--- src/rtl/cvInitPkg.sv ---
package cvInitPkg;

  // Strobes from the admission control to the vector datapath
  typedef struct packed {
    logic admit;   // merge the initial vector into the moved state
    logic hold;    // request present but refused this cycle
  } ctrlStrobes_t;

endpackage

--- src/rtl/cvInitCtrlFsm.sv ---
module cvInitCtrlFsm
  import cvInitPkg::*;
(
  input  logic         rst,
  input  logic         req,
  input  logic         latBlocked,
  output ctrlStrobes_t strobes,
  output logic         initiate,
  output logic         stall
);

  // Admission decision: free latency and a pending request
  always_comb begin
    strobes.admit = 1'b0;
    strobes.hold  = 1'b0;
    if (!rst && req) begin
      if (latBlocked) strobes.hold  = 1'b1;
      else            strobes.admit = 1'b1;
    end
  end

  assign initiate = strobes.admit;
  assign stall    = strobes.hold;

endmodule

--- src/rtl/cvInitDatapath.sv ---
module cvInitDatapath
  import cvInitPkg::*;
#(
  parameter int CV_WIDTH = 6
) (
  input  logic                clk,
  input  logic                rst,
  input  logic [CV_WIDTH-1:0] cfgIcv,
  input  ctrlStrobes_t        strobes,
  output logic                latBlocked,
  output logic [CV_WIDTH-1:0] cvState
);

  localparam int EXAM_IDX = CV_WIDTH - 2;

  logic [CV_WIDTH-1:0] icvQ;
  logic [CV_WIDTH-1:0] stateQ;
  logic [CV_WIDTH-1:0] movedVec;
  logic [CV_WIDTH-1:0] mergeVec;

  // Move towards the MSB: bit i takes bit i-1, a zero enters at bit 0
  always_comb begin
    movedVec[0] = 1'b0;
    for (int i = 1; i < CV_WIDTH; i++) movedVec[i] = stateQ[i-1];
  end

  assign mergeVec   = strobes.admit ? (movedVec | icvQ) : movedVec;
  assign latBlocked = stateQ[EXAM_IDX];

  always_ff @(posedge clk) begin
    if (rst) begin
      icvQ   <= cfgIcv;
      stateQ <= '0;
    end else begin
      stateQ <= mergeVec;
    end
  end

  assign cvState = stateQ;

endmodule

--- src/rtl/cvInitCtrl.sv ---
module cvInitCtrl
  import cvInitPkg::*;
#(
  parameter int CV_WIDTH = 6
) (
  input  logic                clk,
  input  logic                rst,
  input  logic                req,
  input  logic [CV_WIDTH-1:0] cfgIcv,
  output logic                initiate,
  output logic                stall,
  output logic [CV_WIDTH-1:0] cvState
);

  ctrlStrobes_t strobes;
  logic         latBlocked;

  cvInitCtrlFsm ctrl_i (
    .rst        (rst),
    .req        (req),
    .latBlocked (latBlocked),
    .strobes    (strobes),
    .initiate   (initiate),
    .stall      (stall)
  );

  cvInitDatapath #(.CV_WIDTH(CV_WIDTH)) dp_i (
    .clk        (clk),
    .rst        (rst),
    .cfgIcv     (cfgIcv),
    .strobes    (strobes),
    .latBlocked (latBlocked),
    .cvState    (cvState)
  );

endmodule

--- config.mk ---
export PLATFORM = sky130hd
export DESIGN_NAME = cvInitCtrl
export DESIGN_NICKNAME = d
export VERILOG_FILES = /design/src/rtl/cvInitPkg.sv /design/src/rtl/cvInitCtrlFsm.sv /design/src/rtl/cvInitDatapath.sv /design/src/rtl/cvInitCtrl.sv
export SDC_FILE = /design/constraint.sdc
export NUM_CORES = 1
export LEC_CHECK = 0
export BUFFER_PORTS_ARGS = -buffer_cell sky130_fd_sc_hd__buf_2
export CORE_AREA = 8 8 45 47
export CTS_CLUSTER_SIZE = 24
export DETAILED_ROUTE_END_ITERATION = 8
export DIE_AREA = 0 0 53 55
export PLACE_DENSITY = 0.54
export SLEW_MARGIN = 15
export SYNTH_ARGS = -nofsm -noshare
export SYNTH_HDL_FRONTEND = slang
export SYNTH_SLANG_ARGS = --single-unit
--- constraint.sdc ---
create_clock -name clk -period 1.05 [get_ports clk]
set_input_delay 0.105 -clock clk [delete_from_list [all_inputs] [get_ports clk]]
set_output_delay 0.105 -clock clk [all_outputs]
set_load 0.01 [all_outputs]
==> run metrics <==
status complete, but fails checks; failing checks negative setup slack; Slew HR around nine tenths; largest fanout on the critical path 7; final worst-path cycle share 102.0%; fmax 933.6 MHz; Worst Path Arrival 970 ps; number of diodes 0; largest net degree at the start of global routing 10; yosys warns 0; layout cell share with drive strength beyond 1 roughly 45%; commonest non-fill, non-tap cell in the layout buf_2; Clock transition at path regs roughly 60 ps; Syn Inst Count 32; post-layout power between 900 and 1000 µW; clk sink count 12; fin area 611.8 µm²; core area around 1400 µm²; static leakage between 0.0002 and 0.0003 µW; Post-DP Area 514.2 µm²; r2r startpoint dp_i.cvState[4]$_SDFF_PP0_; type of origin of the critical path register; sequential-to-total area share from yosys stat between 70% and 80%; clk root buf clkbuf_4; internal reg-to-reg setup slack about 200 ps; via/cell ratio 4.153; Setup crit start dp_i.cvState[4]$_SDFF_PP0_; Yosys reg bits 12; total CTS buffers 3; final-report setup violation count 1; # fillers about 130; DR iter-0 viols 1; required time of the worst setup path around 940 ps; max-slew violation count 0; max_cap viols 0; GRT Overall Usage 6.167%; setup TNS -21.12 ps; die area slightly below 3000 µm²; via count around 300; Layout area overhead 45.97%; starting density of the core between 30% and 40%; drt total wl just over 800 µm; First-pass DRT Iterations 2; clk_lat worst skew 260 ps; # port buffers 16; Synth Cell Area ~420 µm²; Final ANT Viol Nets 0; final worst path period need ~1100 ps; dpl cells 63; hold path startpoint cfgIcv[4]; syn nets 41; Syn Area/Cell ~13 µm²; most frequent cells in the layout buf_2 (15), edfxtp_1 (6), a21oi_1 (5), dfxtp_1 (5), dlygate4sd3_1 (5); die span in y between 50 and 60 µm; WS Path Type register to primary output; class of the worst hold path input pin to register; Die W roughly 53 µm; power per cell area ~1500 nW/µm²; Worst R2R Path Depth 3; Place WS approximately 190 ps; Site Rows 14; RSZ-0062 raised after global routing yes; I/O pin count 17; synth unique cells 11; Fin. Hold Viols 0; global-route wire length before repair roughly 1200 µm; initial antenna violation count 0; hold path depth 1; Final Non-Filler Cells about 70; Clock Path Buffers 2; nets 67; DR DRC count 0; RD Place Congestion 0.6486; crit end category primary output; worst slew pin tran 169.9 ps; grt ovf 0; vias in the first global route roughly 300; drt wl/cell between 10 and 15 µm; Post-DP HPWL 577.5 µm; Worst Skew 0.3471 ps; Max VDD drop 593.1 µV; CTS H-tree lvls 1; TritonCTS clock tree built; post-route setup slack -21.12 ps
[per-layer routing]
layer  vias to the layer above  GRT usage [%]  wire length [µm]
li1                        155              -                 -
met1                       129          6.988               370
met2                        15          7.031               321
met3                         0          4.278               132
met4                         0          6.466                 0
met5                         -              0                 0
[kinds of logic after synthesis]
group | after synthesis | synth area share (%)
AOI/OAI and AO/OA | 5 | 5.969
buffers and inverters | 6 | 6.566
DFF | 12 | 71.64
and+or+nand+nor | 9 | 15.82
[cell usage after synthesis]
cell      n  area share (%)
nand3b_1  4             7.2
nor2_1    2             1.8
and3b_2   1             2.4
nand2b_1  1             1.5
edfxtp_1  6              43
inv_1     4             3.6
a21oi_1   5             6.0
clkbuf_2  1             1.2
nor3b_2   1             3.0
dfxtp_1   6              29
buf_4     1             1.8
[power breakdown]
part	switching, µW	internal, µW	leakage [µW]
sequential	15.3	529	0.000109
clock	129	132	0.0000138
combinational	49.4	64.4	0.000145
total	194	725	0.000267
[registers in the layout, indices dropped and copies added, names as in the netlist]
| name | count |
|---|---|
| dp_i.cvState | 6 |
| dp_i.icvQ | 6 |
[final cells by class]
| type | count | area [µm²] | area share, % |
|---|---|---|---|
| Sequential cell | 12 | 304.0 | 49.69 |
| Timing Repair Buffer | 23 | 151.4 | 24.74 |
| Multi-Input combinational cell | 14 | 98.84 | 16.16 |
| Clock buffer | 3 | 22.52 | 3.681 |
| Tap cell | 16 | 20.02 | 3.272 |
| Inverter | 4 | 15.01 | 2.454 |
[final timing paths]
path,end
worst max register to register,dp_i.cvState[2]$_SDFF_PP0_
worst max-delay path,initiate
worst min register to register,dp_i.cvState[1]$_SDFF_PP0_
worst min-delay path,dp_i.icvQ[4]$_DFFE_PP_
[per-stage QoR]
step | hold WS [ps] | utilization (%)
after global routing | 2.103 | 44.21
after detailed placement | 283.1 | 37.16
after global placement | 281.6 | 37.16
after CTS | 0.2607 | 40.60
after floorplan | 203.9 | -
final | 17.60 | 44.21
[what timing repair did]
action,in CTS,in global routing
endpoints found under the hold margin,0,5
resized for setup,4,0
pin swaps,1,0
hold buffers,0,5
setup endpoints to repair,2,2
cloned,0,0
setup buffers,1,0
[worst max-delay path, cell delays in order, from the launching register on]
cell and delay, ps:
dfxtp_4 360, nand2b_4 140, nor2_1 70, buf_2 130
Note: power is estimated with default switching activity, not from simulation.
